`src/rtl/rtc_pkg.sv`:
```
package rtc_pkg;
    localparam int DAY_W = 15;
    localparam logic [23:0] ID_CODE = 24'h030110;

    localparam logic [7:0] OFS_ID   = 8'h00;
    localparam logic [7:0] OFS_CNT  = 8'h10;
    localparam logic [7:0] OFS_ALM  = 8'h14;
    localparam logic [7:0] OFS_CTL  = 8'h18;
    localparam logic [7:0] OFS_STA  = 8'h1C;
    localparam logic [7:0] OFS_TRIM = 8'h20;

    localparam int CB_RUN   = 0;
    localparam int CB_WAKE  = 1;
    localparam int CB_ALARM = 2;
    localparam int CB_DAY   = 3;
    localparam int CB_HOUR  = 4;
    localparam int CB_MIN   = 5;
    localparam int CB_SEC   = 6;
    localparam int CB_HALF  = 7;
    localparam int SB_DONE  = 16;

    typedef struct packed {
        logic [DAY_W-1:0] day;
        logic [4:0]       hr;
        logic [5:0]       mn;
        logic [5:0]       sc;
    } rtc_time_t;

    typedef enum logic [0:0] {
        SY_READY   = 1'b0,
        SY_PENDING = 1'b1
    } sync_state_t;
endpackage

```
`src/rtl/rtc_edge_sync.sv`:
```
module rtc_edge_sync #(
    parameter int SYNC_STAGES = 2
) (
    input  logic clk,
    input  logic rst_n,
    input  logic async_in,
    output logic rise_pulse
);
    localparam int LAST = SYNC_STAGES - 1;

    logic [SYNC_STAGES-1:0] chain_q;
    logic                   prev_q;

    always_ff @(posedge clk or negedge rst_n) begin
        if (!rst_n) begin
            chain_q <= '0;
            prev_q  <= 1'b0;
        end else begin
            chain_q <= {chain_q[SYNC_STAGES-2:0], async_in};
            prev_q  <= chain_q[LAST];
        end
    end

    assign rise_pulse = chain_q[LAST] & ~prev_q;
endmodule

```
`src/rtl/rtc_time_core.sv`:
```
module rtc_time_core
    import rtc_pkg::*;
(
    input  logic      clk,
    input  logic      rst_n,
    input  logic      step_half,
    input  logic      load,
    input  rtc_time_t load_val,
    output rtc_time_t cnt_q,
    output rtc_time_t cnt_nxt,
    output logic      ev_half,
    output logic      ev_sec,
    output logic      ev_min,
    output logic      ev_hour,
    output logic      ev_day
);
    logic phase_q;
    logic sc_wrap, mn_wrap, hr_wrap;

    always_comb begin
        sc_wrap = (cnt_q.sc >= 6'd59);
        mn_wrap = (cnt_q.mn >= 6'd59);
        hr_wrap = (cnt_q.hr >= 5'd23);
        ev_half = step_half;
        ev_sec  = step_half & phase_q;
        ev_min  = ev_sec & sc_wrap;
        ev_hour = ev_min & mn_wrap;
        ev_day  = ev_hour & hr_wrap;

        cnt_nxt = cnt_q;
        if (ev_sec)  cnt_nxt.sc  = sc_wrap ? 6'd0 : cnt_q.sc + 6'd1;
        if (ev_min)  cnt_nxt.mn  = mn_wrap ? 6'd0 : cnt_q.mn + 6'd1;
        if (ev_hour) cnt_nxt.hr  = hr_wrap ? 5'd0 : cnt_q.hr + 5'd1;
        if (ev_day)  cnt_nxt.day = cnt_q.day + 1'b1;
    end

    always_ff @(posedge clk or negedge rst_n) begin
        if (!rst_n) begin
            cnt_q   <= '0;
            phase_q <= 1'b0;
        end else if (load) begin
            cnt_q   <= load_val;
            phase_q <= 1'b0;
        end else begin
            cnt_q <= cnt_nxt;
            if (step_half) phase_q <= ~phase_q;
        end
    end
endmodule

```
`src/rtl/rtc_wsync.sv`:
```
module rtc_wsync
    import rtc_pkg::*;
#(
    parameter int SYNC_EDGES = 3
) (
    input  logic clk,
    input  logic rst_n,
    input  logic wr_any,
    input  logic slow_edge,
    output logic wr_done
);
    localparam int CW = $clog2(SYNC_EDGES + 1);
    localparam logic [CW-1:0] LAST_EDGE = CW'(SYNC_EDGES - 1);

    sync_state_t state_q, state_d;
    logic [CW-1:0] edges_q;

    always_comb begin
        state_d = state_q;
        unique case (state_q)
            SY_READY:   if (wr_any) state_d = SY_PENDING;
            SY_PENDING: if (!wr_any && slow_edge && edges_q == LAST_EDGE)
                            state_d = SY_READY;
            default:    state_d = SY_READY;
        endcase
    end

    always_ff @(posedge clk or negedge rst_n) begin
        if (!rst_n) state_q <= SY_READY;
        else        state_q <= state_d;
    end

    always_ff @(posedge clk or negedge rst_n) begin
        if (!rst_n)                edges_q <= '0;
        else if (wr_any)           edges_q <= '0;
        else if (state_q == SY_PENDING && slow_edge)
                                   edges_q <= edges_q + 1'b1;
    end

    always_comb begin
        unique case (state_q)
            SY_READY:   wr_done = 1'b1;
            SY_PENDING: wr_done = 1'b0;
            default:    wr_done = 1'b1;
        endcase
    end
endmodule

```
`src/rtl/rtc_dhms.sv`:
```
module rtc_dhms
    import rtc_pkg::*;
#(
    parameter int          ADDR_W      = 8,
    parameter int          SYNC_STAGES = 2,
    parameter int          SYNC_EDGES  = 3,
    parameter logic [7:0]  REV         = 8'h01
) (
    input  logic              clk,
    input  logic              rst_n,
    input  logic              slow_clk,
    input  logic              bus_sel,
    input  logic              bus_wr,
    input  logic [ADDR_W-1:0] bus_addr,
    input  logic [31:0]       bus_wdata,
    output logic [31:0]       bus_rdata,
    output logic              alarm_irq,
    output logic              wake_req,
    output logic              tick_irq
);
    localparam int FLAG_LO = CB_ALARM;
    localparam int FLAG_HI = CB_HALF;

    logic [7:0]  ofs;
    logic        wr_any, wr_cnt, wr_alm, wr_ctl, wr_sta, wr_trim;
    logic        hs_pulse, step_half, wr_done;
    logic [7:0]  ctrl_q;
    logic [7:0]  flag_q;
    rtc_time_t   alm_q, cnt_q, cnt_nxt;
    logic [31:0] trim_q;
    logic        ev_half, ev_sec, ev_min, ev_hour, ev_day, alarm_hit;
    logic [7:0]  flag_set;

    assign ofs     = 8'(bus_addr);
    assign wr_any  = bus_sel & bus_wr;
    assign wr_cnt  = wr_any & (ofs == OFS_CNT);
    assign wr_alm  = wr_any & (ofs == OFS_ALM);
    assign wr_ctl  = wr_any & (ofs == OFS_CTL);
    assign wr_sta  = wr_any & (ofs == OFS_STA);
    assign wr_trim = wr_any & (ofs == OFS_TRIM);

    rtc_edge_sync #(.SYNC_STAGES(SYNC_STAGES)) u_edge (
        .clk(clk), .rst_n(rst_n), .async_in(slow_clk), .rise_pulse(hs_pulse)
    );

    assign step_half = hs_pulse & ctrl_q[CB_RUN];

    rtc_time_core u_core (
        .clk(clk), .rst_n(rst_n), .step_half(step_half),
        .load(wr_cnt), .load_val(rtc_time_t'(bus_wdata)),
        .cnt_q(cnt_q), .cnt_nxt(cnt_nxt),
        .ev_half(ev_half), .ev_sec(ev_sec), .ev_min(ev_min),
        .ev_hour(ev_hour), .ev_day(ev_day)
    );

    rtc_wsync #(.SYNC_EDGES(SYNC_EDGES)) u_wsync (
        .clk(clk), .rst_n(rst_n), .wr_any(wr_any),
        .slow_edge(hs_pulse), .wr_done(wr_done)
    );

    assign alarm_hit = ev_sec & (cnt_nxt.hr == alm_q.hr) &
                       (cnt_nxt.mn == alm_q.mn) & (cnt_nxt.sc == alm_q.sc);

    always_comb begin
        flag_set           = '0;
        flag_set[CB_ALARM] = alarm_hit;
        flag_set[CB_DAY]   = ev_day;
        flag_set[CB_HOUR]  = ev_hour;
        flag_set[CB_MIN]   = ev_min;
        flag_set[CB_SEC]   = ev_sec;
        flag_set[CB_HALF]  = ev_half;
    end

    always_ff @(posedge clk or negedge rst_n) begin
        if (!rst_n) begin
            ctrl_q <= '0;
            alm_q  <= '0;
            trim_q <= '0;
        end else begin
            if (wr_ctl)  ctrl_q <= bus_wdata[7:0];
            if (wr_alm)  alm_q  <= rtc_time_t'(bus_wdata);
            if (wr_trim) trim_q <= bus_wdata;
        end
    end

    for (genvar i = 0; i < 8; i++) begin : g_flag
        if (i >= FLAG_LO && i <= FLAG_HI) begin : g_live
            always_ff @(posedge clk or negedge rst_n) begin
                if (!rst_n)           flag_q[i] <= 1'b0;
                else if (flag_set[i]) flag_q[i] <= 1'b1;
                else if (wr_sta && bus_wdata[i]) flag_q[i] <= 1'b0;
            end
        end else begin : g_tie
            assign flag_q[i] = 1'b0;
        end
    end

    always_comb begin
        unique case (ofs)
            OFS_ID:   bus_rdata = {ID_CODE, REV};
            OFS_CNT:  bus_rdata = cnt_q;
            OFS_ALM:  bus_rdata = alm_q;
            OFS_CTL:  bus_rdata = {24'd0, ctrl_q};
            OFS_STA:  bus_rdata = {15'd0, wr_done, 8'd0, flag_q};
            OFS_TRIM: bus_rdata = trim_q;
            default:  bus_rdata = '0;
        endcase
    end

    assign alarm_irq = flag_q[CB_ALARM] & ctrl_q[CB_ALARM];
    assign wake_req  = flag_q[CB_ALARM] & ctrl_q[CB_WAKE];
    assign tick_irq  = |(flag_q[FLAG_HI:CB_DAY] & ctrl_q[FLAG_HI:CB_DAY]);
endmodule

```
`config.mk`:
```
export PLATFORM = sky130hd
export DESIGN_NAME = rtc_dhms
export DESIGN_NICKNAME = d
export VERILOG_FILES = /design/src/rtl/rtc_pkg.sv /design/src/rtl/rtc_edge_sync.sv /design/src/rtl/rtc_time_core.sv /design/src/rtl/rtc_wsync.sv /design/src/rtl/rtc_dhms.sv
export SDC_FILE = /design/constraint.sdc
export NUM_CORES = 1
export LEC_CHECK = 0
export ABC_AREA = 1
export BUFFER_PORTS_ARGS = -buffer_cell sky130_fd_sc_hd__buf_4
export CORE_UTILIZATION = 59
export DETAILED_ROUTE_END_ITERATION = 6
export GPL_ROUTABILITY_DRIVEN = 1
export PLACE_DENSITY = 0.89
export RECOVER_POWER = 50
export SYNTH_ARGS = -nofsm -noshare
export SYNTH_HDL_FRONTEND = slang
export SYNTH_SLANG_ARGS = --single-unit
```
`constraint.sdc`:
```
create_clock -name clk -period 2.6 [get_ports clk]
set_input_delay 0.65 -clock clk [delete_from_list [all_inputs] [get_ports clk]]
set_output_delay 0.65 -clock clk [all_outputs]
set_load 0.005 [all_outputs]
```
==> metrics.cfg, run 1 <==
[outcome]
status=complete, but fails checks
violations=capacitance limit, slew limit, setup timing

[synthesis]
syn_area_um2=6390
syn-instance-count=833
yosysUniqueCellTypes=41
yosysSeqAreaShare=0.458
ys_async_sr_fraction=1.00
synth_flop_cell=dfrtp_1
yosysMostFrequentCell=nand2_1
synth_top_area_cell=dfrtp_1
synth_top_area_frac=0.458
synth_edf_count=0
synth_seq_cells=117
syn_avg_cell_area_um2=7.68
ys_warn_count=0
synth_area_leaders=dfrtp_1, nand2_1, inv_1, o21ai_0, nand3_1
syn_nets=883
synth_commonest_cells=nand2_1, dfrtp_1, inv_1

[floorplan]
dieArea_um2=11300
row_count=37
dieWidth_um=106
core-area_um2=10400
io_pins=80
initial_core_util=0.614
die-height_um=106

[drt]
wirelength_um=21200
via_count=6752
avgViaCountPerCell=6.14
ant_nets=0
drt_pass1_iterations=7
routedWlPerCell_um=19.3
drcViolationCount=0
drt_iter0_markers=793

[global_route]
top_usage_layer=met2
grt_pass1_vias=6351
grt_usage=0.351
met1_usage=0.416
met3_usage=0.0920
grt_pass1_wl_um=30400
grt_max_degree=57
antenna_found_initial=1
overflow=0
gr-usage-met2=0.580

[power]
clock_power_share=0.481
leakage_nw=4.22
switching_share=0.278
internal_power_mw=3.65
p_per_area_nw_per_um2=601
p_switching_mw=1.41
combPwrFrac=0.122
vdd_ir_drop_max_mv=0.656
seqPwrFrac=0.397
power_mw=5.06

[sta]
fmax_mhz=365
finalSetupViolations=32
period_needed_ps=2740
fin_crit_sh=1.05
worst_clock_skew_ps=12.6
tightestPinTransition_ps=2270
max_slew_margin=-0.515
rsz0062_at_grt=yes
hold_viol_final=0
finalSetupTns_ps=-2740
drv_slew=40
worst_slack_ps=-143

[placed_design]
gp_congestion=0.892
dp_cells=1053
io_buffers=79
place_hpwl_um=12100

[clock_tree]
clk_latency_ps=530
cts.htree.levels=4
cts_tree=built
clk_root_buffer_cell=clkbuf_8
numCtsBuffers=17
cts.sinks=117
clk_path_buf_depth=2
clk_pin_slew_ps=70
ctsHoldBuffers=0

[worst_setup_path]
cpPeakStageDelay_ps=260
crit_chain=buf_8, nor2_4, nand3_2, or2_4, nor3_4, buf_12, nand2_1, o2111ai_1, buf_4
crit_fanout=7
cp-start-kind=input port
critical_path_arrival_ps=2090
end_kind=output port
required_ps=1950
crit_type=in -> out
cpMaxStageDelayCell=or2_4

[worst_hold_path]
hp-class=in -> reg

[finish]
drive_gt1_frac=0.242
finalNonFillerCells=1100
fin_util=0.809
layout.nets=1000
syn_to_final_growth_pct=31.8

[flow_run]
cap_violations=1

## final timing paths
path                       slack [ps]              start                end  depth (start not counted)
setup / recovery                 -140        bus_addr[0]       bus_rdata[0]                          9
hold / removal                    240           slow_clk  u_edge.chain_q[0]                          1
setup reg to reg                  290    u_core.cnt_q[0]          flag_q[2]                         14
hold reg to reg                   360  u_edge.chain_q[0]  u_edge.chain_q[1]                          0
max in group asynchronous         320              rst_n           alm_q[4]                          2
min in group asynchronous         790              rst_n          ctrl_q[4]                          1
## state kept, by name, summed over array words and instances, names as in the netlist
name,cells
alm_q,32
ctrl_q,8
flag_q,6
trim_q,32
u_core.cnt_q,32
u_core.phase_q,1
u_edge.chain_q,2
u_edge.prev_q,1
u_wsync.edges_q,2
u_wsync.state_q,1
## worst max-delay path, delay by kind of cell
| kind | cells | cell delay, ps |
|---|---|---|
| simple gates | 5 | 760 |
| compound gates | 1 | 200 |
| buf+inv | 3 | 470 |
## metal layers
| layer | share of wire | wire [µm] |
|---|---|---|
| met5 | 0 | 0 |
| met3 | 0.10 | 2130 |
| met1 | 0.36 | 7580 |
| met4 | 0.062 | 1320 |
| met2 | 0.48 | 10100 |
## final cells by class
type	instances	area [µm²]
multi-input cells	575	3170
inverters	114	445
fillers	616	1990
clock buffers	19	442
diodes	1	2.50
repair buffers	125	1090
flip-flops and latches	117	2930
clock inverters	13	171
well taps	136	170
## placed cells by master, fill, tap and decap left out, types with 6 or more instances in the layout
| cell | instances |
|---|---|
| o21ai_1 | 50 |
| clkbuf_16 | 18 |
| nand3_2 | 6 |
| nand2_2 | 16 |
| o211ai_1 | 14 |
| inv_1 | 105 |
| dfrtp_1 | 117 |
| o221ai_1 | 9 |
| nand2_1 | 242 |
| buf_4 | 100 |
| nor2_1 | 26 |
| o221ai_2 | 7 |
| nand2_4 | 11 |
| xor2_1 | 14 |
| nor2_4 | 7 |
| nand4_1 | 7 |
| a21oi_1 | 23 |
| o21ai_0 | 57 |
| nand3_1 | 42 |
| buf_6 | 14 |
## power groups by stage
stage	registers, mW	logic (mW)	clock network [mW]
floorplan	2.01	0.364	0
global placement	2.02	0.536	0
detailed placement	2.03	0.558	0
CTS	2.00	0.581	2.42
global route	2.02	0.684	2.51
finish	2.01	0.620	2.44
## kinds of logic (layout without fill, tap and decap cells)
family	Yosys count	after routing	synth area share
and+or+nand+nor	378	379	0.265
AOI/OAI and AO/OA	176	176	0.158
buffers and inverters	142	271	0.0894
DFF	117	117	0.458
xor gates and xnor gates	15	15	0.0205
adders and majority gates	5	5	0.00978
other	0	1	0
## what timing repair did
item                                    in CTS  in global routing
gates cloned                                 0                  4
pin swaps                                   11                 10
hold endpoints to repair                     0                  0
endpoints found under the setup margin      31                 32
setup buffers                                4                  6
gates resized for setup                     26                 62
## per-stage QoR
step / setup slack [ps] / hold WS [ps] / area, µm²
after CTS: -97.8 / 114 / 8080
after detailed placement: -138 / 340 / 7340
after global placement: -96.4 / 335 / 7340
after global routing: -187 / 227 / 8420
after floorplan: 110 / 331 / 6390
final: -143 / 242 / 8430
Note: power is estimated with default switching activity, not from simulation.
==> inputs of run 2 (changes only) <==
HOLD_SLACK_MARGIN = 0.05   (was default)
SETUP_SLACK_MARGIN = 0.5   (was default)
SLEW_MARGIN = 10   (was default)
==> run 2 against run 1 <==
The flow finishes with violations (DRC, setup timing). Combinational power rose by 36%. Critical path type unchanged. Design area rose by 13%. Largest cell class unchanged. Sequential share of layout area fell by 4.0 points. Cell count rose by 3.8%. Register-to-register slack got worse by 220 ps. Clock power fell by 3%. Utilization rose by 11 points. Critical path depth rose by 1. Wire length rose by 45%. Via count rose by 21%. Non-clock buffer count rose by 45.
==> metrics.cfg, run 2 (synthesized netlist as in run 1, its figures left out) <==
[outcome]
status=complete, but fails checks
violations=DRC, setup timing

[clock_tree]
cts_tree=built
clk_root_buffer_cell=clkbuf_8
clk_pin_slew_ps=70  ; about the same
cts.sinks=117  ; unchanged
clk_path_buf_depth=2  ; unchanged
clk_latency_ps=560  ; +30 ps
numCtsBuffers=17  ; unchanged
cts.htree.levels=4  ; unchanged

[drt]
wirelength_um=30700  ; +45%
routedWlPerCell_um=26.9  ; +40%
ant_nets=0  ; unchanged
via_count=8194  ; +21%
drt_iter0_markers=1419  ; +79%
avgViaCountPerCell=7.18  ; +17%
drt_pass1_iterations=7  ; unchanged
drcViolationCount=46  ; +46

[finish]
multi_input_area_um2=3720  ; +17%
final_cell_mix=nand2_1, buf_4, dfrtp_1, inv_1, o21ai_0
fillers=340  ; -45%
reg_top3=alm_q x32, trim_q x32, u_core.cnt_q x32
final_common_cell=nand2_1
stdcell_area_um2=9530  ; +13%
regArea_um2=2930  ; +0.17%
layout.nets=1045  ; +4.5%
drive_gt1_frac=0.382  ; +0.140
syn_to_final_growth_pct=49.0
finalNonFillerCells=1142  ; +3.8%
n_antenna_cell=0  ; -1

[sta]
tightestPinTransition_ps=1290  ; -979 ps
worst_clock_skew_ps=13.1  ; +0.409 ps
fmax_mhz=346  ; -5.2%
max_slew_margin=0.137  ; +0.652
worst_slack_ps=-294  ; -151 ps
period_needed_ps=2890  ; +151 ps
finalSetupViolations=32  ; unchanged
drv_slew=0  ; -100%
hold_viol_final=0  ; unchanged
rsz0062_at_grt=yes
fin_crit_sh=1.11  ; +0.0580

[global_route]
grt_max_degree=51  ; -11%
grt_pass1_vias=7023  ; +11%
antenna_found_initial=0  ; -1
overflow=0  ; unchanged
grt_usage=0.418  ; +0.0667
grt_pass1_wl_um=35600  ; +17%

[floorplan]
initial_core_util=0.614  ; unchanged
core-area_um2=10400  ; unchanged
dieArea_um2=11300  ; unchanged
io_pins=80  ; unchanged
die-height_um=106  ; unchanged
row_count=37  ; unchanged
dieWidth_um=106  ; unchanged

[worst_setup_path]
crit_chain=buf_6, or2_4, nor2_4, nand2_2, buf_4, nor2_4, clkinv_4, buf_12, o211ai_1, buf_4
crit_fanout=9  ; +2
crit_buf_inv=5  ; +2
cp-start-kind=input port
end_kind=output port
cpPeakStageDelay_ps=260  ; about the same
critical_path_arrival_ps=2240  ; +150 ps
critical-path-top-delay-family=buffers and inverters
required_ps=1950  ; about the same
cpMaxStageDelayCell=or2_4
crit_type=in -> out

[placed_design]
dp_cells=1055  ; +0.19%
gp_congestion=0.909  ; +2.0%
post_dp_cell_area_um2=7380  ; +0.53%
io_buffers=79  ; unchanged
dp_slack_ps=-162  ; -24.1 ps
place_hpwl_um=12100  ; about the same

[power]
vdd_ir_drop_max_mv=0.526  ; -20%
p_per_area_nw_per_um2=551  ; -8.4%
leakage_nw=4.77  ; +13%

[flow_run]
cap_violations=0  ; -1

[worst_hold_path]
hp-class=in -> reg

## run 2: layout make-up
class | instances | area share
Clock buffer | 22 | 0.0486
Clock inverter | 8 | 0.0106
Inverter | 114 | 0.0476
Multi-Input combinational cell | 575 | 0.391
Sequential cell | 117 | 0.308
Tap cell | 136 | 0.0179
Timing Repair Buffer | 170 | 0.177
## run 2: per-layer routing
metal | track usage | part of all wire
met1 | 0.500 | 0.32
met2 | 0.662 | 0.42
met4 | 0.288 | 0.099
met3 | 0.106 | 0.16
met5 | 0 | 0
## run 2: worst paths after layout
path | cells past startpoint | from | slack (ps) | endpoint
max | 10 | bus_addr[7] | -290 | bus_rdata[29]
min in group asynchronous | 1 | rst_n | 360 | ctrl_q[3]
min reg2reg | 0 | u_edge.chain_q[0] | 390 | u_edge.chain_q[1]
max reg2reg | 13 | u_edge.prev_q | 70 | flag_q[2]
min | 1 | slow_clk | 210 | u_edge.chain_q[0]
max in group asynchronous | 2 | rst_n | 260 | u_core.cnt_q[0]
## run 2: report_power, final
part           internal, mW  switching [mW]
combinational         0.298           0.545
clock                  1.43           0.930
sequential             1.92           0.127
## run 2: repair_timing
item	4_1_cts	5_1_grt
pin swaps	27	37
buffers inserted	17	29
gates cloned	3	8
hold buffers	0	0
endpoints found under the setup margin	34	75
resized for setup	110	157
## run 2: worst reg2reg max path, delay by kind of cell (launching register included)
kind          cells  cell delay [ps]
buf+inv           1              170
simple gates     12             1900
flops             1              380
## run 2: through the flow
stage	hold slack, ps	TNS (ps)	total power, mW	utilization
after floorplan	331	0	2.37	-
after global placement	335	-2290	2.57	0.708
after detailed placement	344	-3640	2.59	0.708
after CTS	157	-947	4.88	0.824
after global routing	208	-8030	5.33	0.914
final	212	-5760	5.25	0.914
